[config.mk]
export PLATFORM = sky130hd
export DESIGN_NAME = bitrev_reorder
export DESIGN_NICKNAME = d
export VERILOG_FILES = /design/src/rtl/rbr_pkg.sv /design/src/rtl/rbr_addr_gen.sv /design/src/rtl/rbr_ram.sv /design/src/rtl/rbr_ctrl.sv /design/src/rtl/bitrev_reorder.sv
export SDC_FILE = /design/constraint.sdc
export NUM_CORES = 1
export LEC_CHECK = 0
export BUFFER_PORTS_ARGS = -buffer_cell sky130_fd_sc_hd__buf_2
export CELL_PAD_IN_SITES_DETAIL_PLACEMENT = 0
export CELL_PAD_IN_SITES_GLOBAL_PLACEMENT = 1
export CORE_MARGIN = 5
export CORE_UTILIZATION = 52
export CTS_CLUSTER_DIAMETER = 80
export DETAILED_ROUTE_END_ITERATION = 7
export PLACE_DENSITY = 0.77
export REMOVE_ABC_BUFFERS = 1
export SYNTH_ARGS = -nofsm -noshare
export SYNTH_HDL_FRONTEND = slang
export SYNTH_SLANG_ARGS = --single-unit
[constraint.sdc]
create_clock -name clk -period 3.1 [get_ports clk]
set_input_delay 0.31 -clock clk [delete_from_list [all_inputs] [get_ports clk]]
set_output_delay 0.31 -clock clk [all_outputs]
set_load 0.05 [all_outputs]
[src/rtl/rbr_pkg.sv]
package rbr_pkg;

    // Controller states: buffer not yet holding a whole frame, or streaming.
    typedef enum logic {
        ST_FILL   = 1'b0,
        ST_STREAM = 1'b1
    } rbr_state_e;

    // Address mode: counter used as is, or with its bits mirrored.
    typedef enum logic {
        MODE_SEQ = 1'b0,
        MODE_REV = 1'b1
    } rbr_mode_e;

endpackage

[src/rtl/rbr_addr_gen.sv]
module rbr_addr_gen
    import rbr_pkg::*;
#(
    parameter int N  = 8,
    parameter int AW = $clog2(N)
) (
    input  logic          clk,
    input  logic          rst,
    input  logic          adv,
    output logic [AW-1:0] addr,
    output logic [AW-1:0] cnt,
    output rbr_mode_e     mode,
    output logic          wrap
);

    localparam logic [AW-1:0] LAST = AW'(N - 1);

    logic [AW-1:0] cnt_q;
    rbr_mode_e     mode_q;
    logic [AW-1:0] cnt_rev;

    // Mirrored counter: fixed wiring, no logic.
    generate
        for (genvar g = 0; g < AW; g++) begin : g_mirror
            assign cnt_rev[g] = cnt_q[AW-1-g];
        end
    endgenerate

    assign wrap = adv && (cnt_q == LAST);

    always_ff @(posedge clk) begin
        if (rst) begin
            cnt_q  <= '0;
            mode_q <= MODE_SEQ;
        end else if (adv) begin
            cnt_q <= (cnt_q == LAST) ? '0 : cnt_q + AW'(1);
            if (cnt_q == LAST) begin
                mode_q <= (mode_q == MODE_SEQ) ? MODE_REV : MODE_SEQ;
            end
        end
    end

    // Two-way selector on the counter output.
    always_comb begin
        unique case (mode_q)
            MODE_SEQ: addr = cnt_q;
            MODE_REV: addr = cnt_rev;
            default:  addr = cnt_q;
        endcase
    end

    assign cnt  = cnt_q;
    assign mode = mode_q;

endmodule

[src/rtl/rbr_ram.sv]
module rbr_ram #(
    parameter int N  = 8,
    parameter int DW = 16,
    parameter int AW = $clog2(N)
) (
    input  logic          clk,
    input  logic          en,
    input  logic [AW-1:0] addr,
    input  logic [DW-1:0] wdata,
    output logic [DW-1:0] rdata
);

    logic [DW-1:0] mem [N];
    logic [DW-1:0] rdata_q;

    // Synchronous read-before-write on one address: the read register takes
    // the old contents while the same location is overwritten.
    always_ff @(posedge clk) begin
        if (en) begin
            rdata_q   <= mem[addr];
            mem[addr] <= wdata;
        end
    end

    assign rdata = rdata_q;

endmodule

[src/rtl/rbr_ctrl.sv]
module rbr_ctrl
    import rbr_pkg::*;
(
    input  logic       clk,
    input  logic       rst,
    input  logic       in_valid,
    input  logic       wrap,
    output logic       out_valid,
    output rbr_state_e state
);

    rbr_state_e state_q;
    rbr_state_e state_d;
    logic       out_valid_q;

    // Next state.
    always_comb begin
        state_d = state_q;
        unique case (state_q)
            ST_FILL:   if (wrap) state_d = ST_STREAM;   // fill done
            ST_STREAM: state_d = ST_STREAM;
            default:   state_d = ST_FILL;
        endcase
    end

    // State register.
    always_ff @(posedge clk) begin
        if (rst) begin
            state_q <= ST_FILL;                          // reset to fill
        end else begin
            state_q <= state_d;
        end
    end

    // Outputs: valid follows an accepted sample once a frame is stored.
    always_ff @(posedge clk) begin
        if (rst) begin
            out_valid_q <= 1'b0;
        end else begin
            unique case (state_q)
                ST_FILL:   out_valid_q <= 1'b0;
                ST_STREAM: out_valid_q <= in_valid;
                default:   out_valid_q <= 1'b0;
            endcase
        end
    end

    assign out_valid = out_valid_q;
    assign state     = state_q;

endmodule

[src/rtl/bitrev_reorder.sv]
module bitrev_reorder
    import rbr_pkg::*;
#(
    parameter int N  = 8,
    parameter int DW = 16
) (
    input  logic          clk,
    input  logic          rst,
    input  logic          in_valid,
    input  logic [DW-1:0] in_data,
    output logic          out_valid,
    output logic [DW-1:0] out_data
);

    localparam int AW = (N > 1) ? $clog2(N) : 1;

    logic [AW-1:0] addr_w;
    logic [AW-1:0] cnt_w;
    rbr_mode_e     mode_w;
    logic          wrap_w;
    rbr_state_e    state_w;

    rbr_addr_gen #(.N(N), .AW(AW)) u_addr (
        .clk  (clk),
        .rst  (rst),
        .adv  (in_valid),
        .addr (addr_w),
        .cnt  (cnt_w),
        .mode (mode_w),
        .wrap (wrap_w)
    );

    rbr_ram #(.N(N), .DW(DW), .AW(AW)) u_ram (
        .clk   (clk),
        .en    (in_valid),
        .addr  (addr_w),
        .wdata (in_data),
        .rdata (out_data)
    );

    rbr_ctrl u_ctrl (
        .clk       (clk),
        .rst       (rst),
        .in_valid  (in_valid),
        .wrap      (wrap_w),
        .out_valid (out_valid),
        .state     (state_w)
    );

endmodule

=== Yosys cells after proc, flatten, opt, wreduce, memory -nomap -nowiden ===
Memory sizes are Yosys's and may differ from the RTL's. A register that Yosys moved wholly into a read port is not among the register bits.
Cells that the tools add are included.

* Divide/modulo/power cells: 0
* Eq/ne operators: 1
* $mul: 0
* $lt $le $gt $ge: 0
* Bitwise operators: 2
* Shift-type cells: 0
* Add/subtract/negate cells: 1
* Mux-type cells: 8
* Reductions and logical operators: 2

{| class="wikitable"
|+ Operators by type and width
! kind !! count
|-
| $pmux W3 S2 || 1
|-
| $mux W1 || 4
|-
| $pmux W1 S2 || 2
|-
| $add A3 B1 Y3 const B || 1
|-
| $eq A3 B3 Y1 const B || 1
|-
| $mux W3 || 1
|-
| $not A1 Y1 || 2
|-
| $reduce_and A2 Y1 || 1
|-
| $logic_and A1 B1 Y1 || 1
|}

* Output and inout port bits: 17
* Input port bits: 19
* Latch bits: 0
* Memories: 1
* Bits in writable memories: 128
* Logic and storage cells: 19
* Bits in registers: 6
* ROM bits: 0

{| class="wikitable"
|+ Memories
! name !! words !! bits a word !! rd ports !! clocked after Yosys merged registers in !! write ports !! line !! RTL
|-
| u_ram.mem || 8 || 16 || 1 || 1 || 1 || rbr_ram.sv:13 || <nowiki>logic [DW-1:0] mem [N];</nowiki>
|}

=== Depth between registers and ports, before layout ===
Gate-level depths: netlist (run 1).

* Depth in word-level cells: 4
* Mapped depth: 6
* Gate-level depth less buffers: 5

=== By module ===
Synthesis (run 1) repeated with hierarchy kept, for this count alone.

* Cells, all modules: 263
* Area total of the unflattened synthesis: 5730.5 um^2

{| class="wikitable"
|+ Modules (own cells, without submodules)
! module !! sequential area each (um^2) !! instances !! area each (um^2) !! cells an instance
|-
| rbr_ram || 4324.1 || 1 || 5452.7 || 238
|-
| rbr_addr_gen || 80.1 || 1 || 219.0 || 21
|-
| rbr_ctrl || 40.0 || 1 || 58.8 || 4
|}

=== Worst setup path after synthesis (run 1) ===
No wires, ideal clock.

* Kind: flip-flop to flip-flop
* From: register u_addr.cnt_q[1] (netlist: u_addr.cnt[1])
* To: memory u_ram.mem[2][0] (enable)
* Clock period less this slack: 2.511 ns
* Path buffers: 2
* Arrival time: 2.102 ns
* Setup slack: 0.589 ns
* Library setup time: 0.409 ns
* Data required time: 2.691 ns
* Cell stages (with the launch flop): 5
* Path through: dfxtp_1 -> clkbuf_1 -> clkbuf_1 -> nand2_1 -> nor3_1

* Word-level cells in the longest chain between the ends: 1

{| class="wikitable"
|+ Ends and longest elaborated chain
! what !! line !! RTL
|-
| from (decl) || rbr_addr_gen.sv:18 || <nowiki>logic [AW-1:0] cnt_q;</nowiki>
|-
| from (signal assigned) || rbr_addr_gen.sv:36 || <nowiki>cnt_q <= (cnt_q == LAST) ? '0 : cnt_q + AW'(1);</nowiki>
|-
| $pmux W3 S2 || rbr_addr_gen.sv:45 || <nowiki>unique case (mode_q)</nowiki>
|-
| to (decl) || rbr_ram.sv:13 ||
|}

Every way passes these cells. The select of a mux whose other input is x is not followed.

=== Final worst setup path (run 1) ===
* From: register u_addr.cnt_q[2] (netlist: u_addr.cnt[2])
* To: register u_ram.rdata_q[14] (netlist: u_ram.rdata[14]), read port of u_ram.mem (data pin)

* Word-level cells in the longest chain between the ends: 1

{| class="wikitable"
|+ Ends and longest elaborated chain
! what !! line !! RTL
|-
| $pmux W3 S2 || rbr_addr_gen.sv:45 ||
|-
| to (decl) || rbr_ram.sv:14 || <nowiki>logic [DW-1:0] rdata_q;</nowiki>
|}

Every way passes these cells. The select of a mux whose other input is x is not followed.
A chain may end at the register's enable or synchronous reset.

==> results.rst, run 1 <==
.. list-table::
   :header-rows: 1

   * - Metric
     - Value
   * - Number of global-route vias before repair
     - approximately 4,200
   * - Async set-reset flop share out of synthesis
     - 0
   * - Total GRT Usage
     - 0.204
   * - Setup WS pre-CTS
     - between 0.8 and 0.9 ns
   * - Vias after detailed routing
     - ~4,100
   * - Setup bufs post-CTS
     - 0
   * - Most common cell in the netlist
     - edfxtp_1
   * - Critical path start-end classification
     - register to register
   * - Seq/Total Area, Yosys
     - 0.650
   * - DR DRC count
     - 0
   * - Top post-synthesis cells by area
     - edfxtp_1 63%, mux4_2 5.3%, nor2b_1 4.6%
   * - Cell Count, Final, Fillers Out
     - 672
   * - Leakage dissipation
     - approximately 0.0027 µW
   * - Detailed Route WL
     - 15,100 µm
   * - Worst-case setup margin in the final layout
     - 0.875 ns
   * - Total number of yosys warnings
     - 0
   * - HPWL after detailed placement
     - 8890 µm
   * - Net count of the finished layout
     - ~510
   * - Router iterations before antenna repair
     - 5
   * - Vertical extent of the die
     - 125 µm
   * - Cts hold-fix bufs
     - 0
   * - Standard-cell row count
     - 41
   * - Via density per instance
     - just over 6
   * - Die area
     - 15,500 µm²
   * - Clock sink count
     - 150
   * - Leading area contributor after synthesis
     - edfxtp_1
   * - Core area
     - 12,800 µm²
   * - Layout fillers
     - 975
   * - Synth Flop Type
     - edfxtp_1
   * - Startpoint of the worst hold path
     - rst
   * - Global-route wire length before repair
     - 24,100 µm
   * - Level count of the clock H-tree
     - 4
   * - Instance count of the mapped netlist
     - between 400 and 500
   * - Actual transition at the worst max-transition pin
     - ~0.72 ns
   * - Port Buffers
     - 35
   * - Tightest slew margin relative to the limit
     - 0.517
   * - Post-synth EDFFs
     - 144
   * - Clock tree root driver cell
     - clkbuf_16
   * - Mapped Avg Cell Area
     - 15.2 µm²
   * - Critical path startpoint
     - u_addr.cnt[2]
   * - Kind of end point of the critical path
     - register
   * - Leftover overflow at the end of global routing
     - 0
   * - CP max FO
     - 32
   * - Number of max-slew violations in the final report
     - 0
   * - Element type at the critical path start
     - register
   * - Setup repair after global routing missed its margin
     - no
   * - Final-report hold violation count
     - 0
   * - Power density of the placed cells
     - approximately 640 nW/µm²
   * - Final critical delay including setup and external delays
     - 2.22 ns
   * - Clock transition at the register clock pins on the worst setup and hold paths after CTS
     - 0.06 ns
   * - Number of different library cells in the post-synthesis netlist
     - 24
   * - Final setup violation count
     - 0
   * - Number of buffers inserted during clock tree synthesis
     - 17
   * - #FFs+latches synth
     - 150
   * - Required time at the endpoint of the critical path
     - roughly 3.3 ns
   * - Crit share post-route
     - 0.718
   * - Starting Density
     - 0.535
   * - Commonest cells in the synthesized netlist
     - 144 x edfxtp_1, 50 x nor2b_1, 36 x nand2_1, 32 x and3b_1
   * - Placed Instances
     - 640
   * - Run status
     - finished clean
   * - Proportion of netlist area held by the largest area contributor
     - 0.633
   * - Maximum clock path buffer count
     - 2
   * - Last weighted congestion value of the routability-driven placer
     - 0.787
   * - Worst ir drop on vdd
     - between 0.3 and 0.4 mV
   * - Max Cap Violations
     - 0
   * - Count of pins on the block boundary
     - 36
   * - Remaining number of nets flagged by the antenna check after routing
     - 0
   * - Worst clock skew
     - 0.00666 ns
   * - Number of antenna repair diodes
     - 0
   * - Overall die width
     - 125 µm
   * - Maximum achievable frequency
     - around 450 MHz
   * - Fraction of layout cells with a size suffix above 1
     - 0.256
   * - Critical path arrival
     - about 2.4 ns
   * - Average detailed-routed wire length per instance
     - 22.5 µm
   * - Netlist area before placement
     - about 6800 µm²
   * - Maximum number of pins on one net before global-route repair
     - 60
   * - Clock Latency Late Sink
     - 0.43 ns
   * - Worst Hold Class
     - input pin to register
   * - Source of the worst register-to-register timing path
     - u_addr.cnt[2]
   * - Synthesis-to-layout area growth
     - 15.0%
   * - Resize count post-CTS
     - 0
   * - DRC marker count from the first detailed-route iteration
     - between 300 and 400
   * - CTS tree
     - built
   * - Initial antenna violation count
     - 0
==> layout by cell type, fill, tap and decap left out, types with 5 or more instances in the layout <==
| master | n |
|---|---|
| nor2b_1 | 50 |
| nor4bb_1 | 16 |
| a2bb2oi_1 | 16 |
| a311oi_1 | 16 |
| o32ai_1 | 16 |
| buf_4 | 25 |
| buf_2 | 35 |
| nor2_1 | 13 |
| a21bo_2 | 16 |
| clkbuf_16 | 17 |
| o221ai_1 | 16 |
| mux2i_1 | 5 |
| bufinv_16 | 6 |
| and3b_1 | 32 |
| edfxtp_1 | 144 |
| nand2_1 | 36 |
| mux4_2 | 16 |
==> routing by layer <==
metal | vias to the layer above | wire length, µm | global-route usage
met5 | - | 0 | 0
met4 | 0 | 290 | 0.0709
met3 | 21 | 833 | 0.0463
met2 | 145 | 7080 | 0.314
met1 | 2115 | 6930 | 0.287
li1 | 1863 | - | -
==> final cells by class <==
cell class	instances	area, µm²	area share
flip-flops and latches	150	4450	0.567
clock buffers	18	429	0.0546
clock inverters	14	231	0.0295
repair buffers	61	383	0.0487
multi-input cells	257	2150	0.273
well taps	172	215	0.0274
==> metrics by stage <==
step                      hold slack (ns)  power (µW)  setup TNS [ns]  cell area, µm²  utilization
after floorplan                     0.382        2630         -104.08            6580            -
after global placement              0.429        2780               0            7200        0.563
after detailed placement            0.433        2780               0            7200        0.563
after CTS                           0.110        5070               0            7860        0.615
after global routing                0.152        5200               0            7860        0.615
final                               0.117        5040               0            7860        0.615
==> critical path, cell delays in order (launching register included) <==
cell and delay, ns:
dfxtp_2 0.79, nand2b_1 0.49, buf_4 0.30, o221ai_1 0.16, a2bb2oi_1 0.19
==> kinds of logic after synthesis <==
logic type                 Yosys count  synth area share
and+or+nand+nor                    152             0.141
xor gates and xnor gates             1           0.00128
buffers and inverters               44            0.0373
DFF                                150             0.650
muxes                               21            0.0600
adders and majority gates            2           0.00366
AOI/OAI and AO/OA                   81             0.106
==> registers in the layout (all words and copies together) (netlist names) <==
name / count
u_ram.rdata: 16
u_ram.mem: 128
u_ctrl.out_valid: 1
u_ctrl.state: 1
u_addr.mode: 1
u_addr.cnt: 3
==> final timing paths <==
kind | end | slack (ns) | cells past startpoint
hold / removal | u_addr.mode | 0.12 | 2
setup reg to reg | u_ram.rdata[14] | 0.88 | 4
setup / recovery | u_ram.rdata[14] | 0.88 | 4
hold reg to reg | u_ctrl.out_valid | 0.44 | 2
==> report_power, final <==
part | internal, µW | switching, µW | leakage (µW)
clock | 1500 | 800 | 0.000317
combinational | 143 | 267 | 0.00100
sequential | 2300 | 33.8 | 0.00137
total | 3940 | 1100 | 0.00269
(Power assumes the default switching activity.)
==> run 2: changes to the inputs <==
==> constraint.sdc (replaced) <==
create_clock -name clk -period 2.14 [get_ports clk]
set_input_delay 0.214 -clock clk [delete_from_list [all_inputs] [get_ports clk]]
set_output_delay 0.214 -clock clk [all_outputs]
set_load 0.05 [all_outputs]
==> results.rst, run 2 (synthesis results as in run 1) <==
.. list-table::
   :header-rows: 1

   * - Metric
     - Value
   * - Leftover overflow at the end of global routing
     - 0 (unchanged)
   * - Leakage dissipation
     - 0.00276 µW (was 0.00269 µW)
   * - Final-report hold violation count
     - 0 (unchanged)
   * - Final critical delay including setup and external delays
     - 1.76 ns (was 2.22 ns)
   * - Setup repair after global routing missed its margin
     - no (unchanged)
   * - Cts hold-fix bufs
     - 0 (unchanged)
   * - CP max FO
     - 22 (was 32)
   * - Largest register FFs
     - 128 (unchanged)
   * - Combined buffer and inverter count along the critical path
     - 1 (unchanged)
   * - Internal cell power
     - 5720 µW (was 3940 µW)
   * - Last weighted congestion value of the routability-driven placer
     - 0.759 (was 0.787)
   * - Clock tree root driver cell
     - clkbuf_16 (unchanged)
   * - Maximum clock path buffer count
     - 2 (unchanged)
   * - Count of pins on the block boundary
     - 36 (unchanged)
   * - Layout Cell Area excl Fill
     - 7970 µm² (was 7860 µm²)
   * - Required time at the endpoint of the critical path
     - 2.25 ns (was 3.26 ns)
   * - Register-to-Register Path Depth
     - 4 (unchanged)
   * - Comb pwr share
     - 0.085 (was 0.081)
   * - Clock sink count
     - 150 (unchanged)
   * - Source of the worst register-to-register timing path
     - u_addr.cnt[0] (was u_addr.cnt[2])
   * - Detailed Route WL
     - 14,400 µm (was 15,100 µm)
   * - Worst clock skew
     - 0.0118 ns (was 0.00666 ns)
   * - Number of max-slew violations in the final report
     - 0 (unchanged)
   * - Critical path start-end classification
     - register to register (unchanged)
   * - Router iterations before antenna repair
     - 5 (unchanged)
   * - Via density per instance
     - 5.93 (was 6.17)
   * - HPWL after detailed placement
     - 8930 µm (was 8890 µm)
   * - Most used cells in the layout excluding fill and tap cells
     - 144 x edfxtp_1, 50 x nor2b_1, 36 x nand2_1 (unchanged)
   * - Standard-cell row count
     - 41 (unchanged)
   * - Destination of the worst hold path
     - u_addr.mode (unchanged)
   * - Die area
     - 15,500 µm² (unchanged)
   * - Number of global-route vias before repair
     - 3,975 (was 4,161)
   * - Clock Latency Late Sink
     - 0.43 ns (about the same)
   * - Startpoint of the worst hold path
     - rst (unchanged)
   * - Crit share post-route
     - 0.824 (was 0.718)
   * - Crit path max-delay cell type
     - dfxtp_4 (was dfxtp_2)
   * - Initial antenna violation count
     - 0 (unchanged)
   * - Part of the power in registers
     - 0.466 (was 0.462)
   * - Actual transition at the worst max-transition pin
     - 0.416 ns (was 0.724 ns)
   * - Maximum achievable frequency
     - 567 MHz (was 450 MHz)
   * - Net count of the finished layout
     - 520 (was 508)
   * - Worst reg2reg path endpoint
     - u_ram.mem[1][7] (was u_ram.rdata[14])
   * - Vias after detailed routing
     - 4,048 (was 4,144)
   * - Starting Density
     - 0.535 (unchanged)
   * - Element type at the critical path start
     - register (unchanged)
   * - Cell Count, Final, Fillers Out
     - 683 (was 672)
   * - Crit path max-delay family
     - flip-flops (unchanged)
   * - Tightest slew margin relative to the limit
     - 0.723 (was 0.517)
   * - Net switching power
     - 1510 µW (was 1100 µW)
   * - Number of buffers inserted during clock tree synthesis
     - 17 (unchanged)
   * - Clk pwr share
     - 0.449 (was 0.457)
   * - Global-route wire length before repair
     - 22,500 µm (was 24,100 µm)
   * - Critical path startpoint
     - u_addr.cnt[0] (was u_addr.cnt[2])
   * - Final setup violation count
     - 0 (unchanged)
   * - Most common library cell in the layout ignoring fill and taps
     - edfxtp_1 (unchanged)
   * - Core area
     - 12,800 µm² (unchanged)
   * - Power density of the placed cells
     - 908 nW/µm² (was 642 nW/µm²)
   * - DRC marker count from the first detailed-route iteration
     - 316 (was 334)
   * - Level count of the clock H-tree
     - 4 (unchanged)
   * - Synthesis-to-layout area growth
     - 16.5% (was 15.0%)
   * - Worst ir drop on vdd
     - 0.714 mV (was 0.356 mV)
   * - Worst Hold Class
     - input pin to register (unchanged)
   * - Instance count along the most critical hold path
     - 2 (unchanged)
   * - Crit-path max cell delay
     - 0.56 ns (was 0.79 ns)
   * - Fraction of layout cells with a size suffix above 1
     - 0.264 (was 0.256)
   * - Biggest register
     - u_ram.mem (unchanged)
   * - Run status
     - finished clean (unchanged)
   * - Remaining number of nets flagged by the antenna check after routing
     - 0 (unchanged)
   * - Average detailed-routed wire length per instance
     - 21.0 µm (was 22.5 µm)
   * - DR DRC count
     - 0 (unchanged)
   * - Placement Cell Area
     - 7320 µm² (was 7200 µm²)
   * - Port Buffers
     - 35 (unchanged)
   * - Switching part of the total power
     - 0.209 (was 0.218)
   * - Max Cap Violations
     - 0 (unchanged)
   * - Placed Instances
     - 652 (was 640)
   * - Number of antenna repair diodes
     - 0 (unchanged)
   * - CTS tree
     - built (unchanged)
   * - Setup bufs post-CTS
     - 0 (unchanged)
   * - Overall die width
     - 125 µm (unchanged)
   * - Critical path arrival
     - 1.87 ns (was 2.38 ns)
   * - Kind of end point of the critical path
     - register (unchanged)
   * - FF-to-FF setup slack
     - 0.38 ns (was 0.88 ns)
   * - Clock transition at the register clock pins on the worst setup and hold paths after CTS
     - 0.06 ns (about the same)
   * - Crit-path cells
     - nor2b_1 > mux2i_1 > nor2_1 > buf_4 (was nand2b_1 > buf_4 > o221ai_1 > a2bb2oi_1)
   * - Resize count post-CTS
     - 0 (unchanged)
   * - Maximum number of pins on one net before global-route repair
     - 78 (was 60)
   * - Total GRT Usage
     - 0.192 (was 0.204)
   * - Vertical extent of the die
     - 125 µm (unchanged)
==> run 2: area by class of cell <==
class	count	area (µm²)
fillers	947	4810
flip-flops and latches	150	4450
multi-input cells	257	2150
repair buffers	73	510
clock buffers	20	437
well taps	172	215
clock inverters	11	205
==> run 2: worst max path at each step <==
stage	end	slack, ns	cells after the start
2_1_floorplan	u_ram.mem[6][0]	-2.15	3
3_3_place_gp	u_ram.rdata[5]	0.42	3
3_5_place_dp	u_ram.mem[3][4]	0.39	4
4_1_cts	u_ram.mem[3][6]	0.38	4
5_1_grt	u_ram.mem[4][2]	0.27	4
6_report	u_ram.mem[1][7]	0.38	4
==> run 2: metrics by stage <==
step	setup TNS (ns)	setup slack [ns]	util	power [µW]	hold slack [ns]
after global routing	0	0.268	0.624	7470	0.0312
after global placement	0	0.420	0.573	4040	0.430
after floorplan	-246.63	-2.15	-	3820	0.286
final	0	0.377	0.624	7240	0.0254
after detailed placement	0	0.392	0.573	4050	0.433
after CTS	0	0.376	0.624	7300	0.00921
==> run 2: worst reg2reg max path: stages (launching register included) <==
cell and delay [ns]:
dfxtp_4 0.56, nor2b_1 0.34, mux2i_1 0.15, nor2_1 0.15
buf_4 0.27
==> run 2: per-layer routing <==
metal  up-vias  part of all wire  track usage
li1       1888                 -            -
met1      2029              0.43        0.254
met2       113              0.50        0.302
met3        18             0.055       0.0562
met4         0             0.018       0.0735
met5         -                 0            0
==> run 2: power by group through the flow <==
| stage | Clock (µW) | Combinational, µW | Sequential (µW) |
|---|---|---|---|
| after floorplan | 0 | 231 | 3590 |
| after detailed placement | 0 | 617 | 3430 |
| final | 3250 | 613 | 3380 |
| after global placement | 0 | 607 | 3430 |
| after CTS | 3300 | 620 | 3380 |
| after global routing | 3430 | 661 | 3380 |
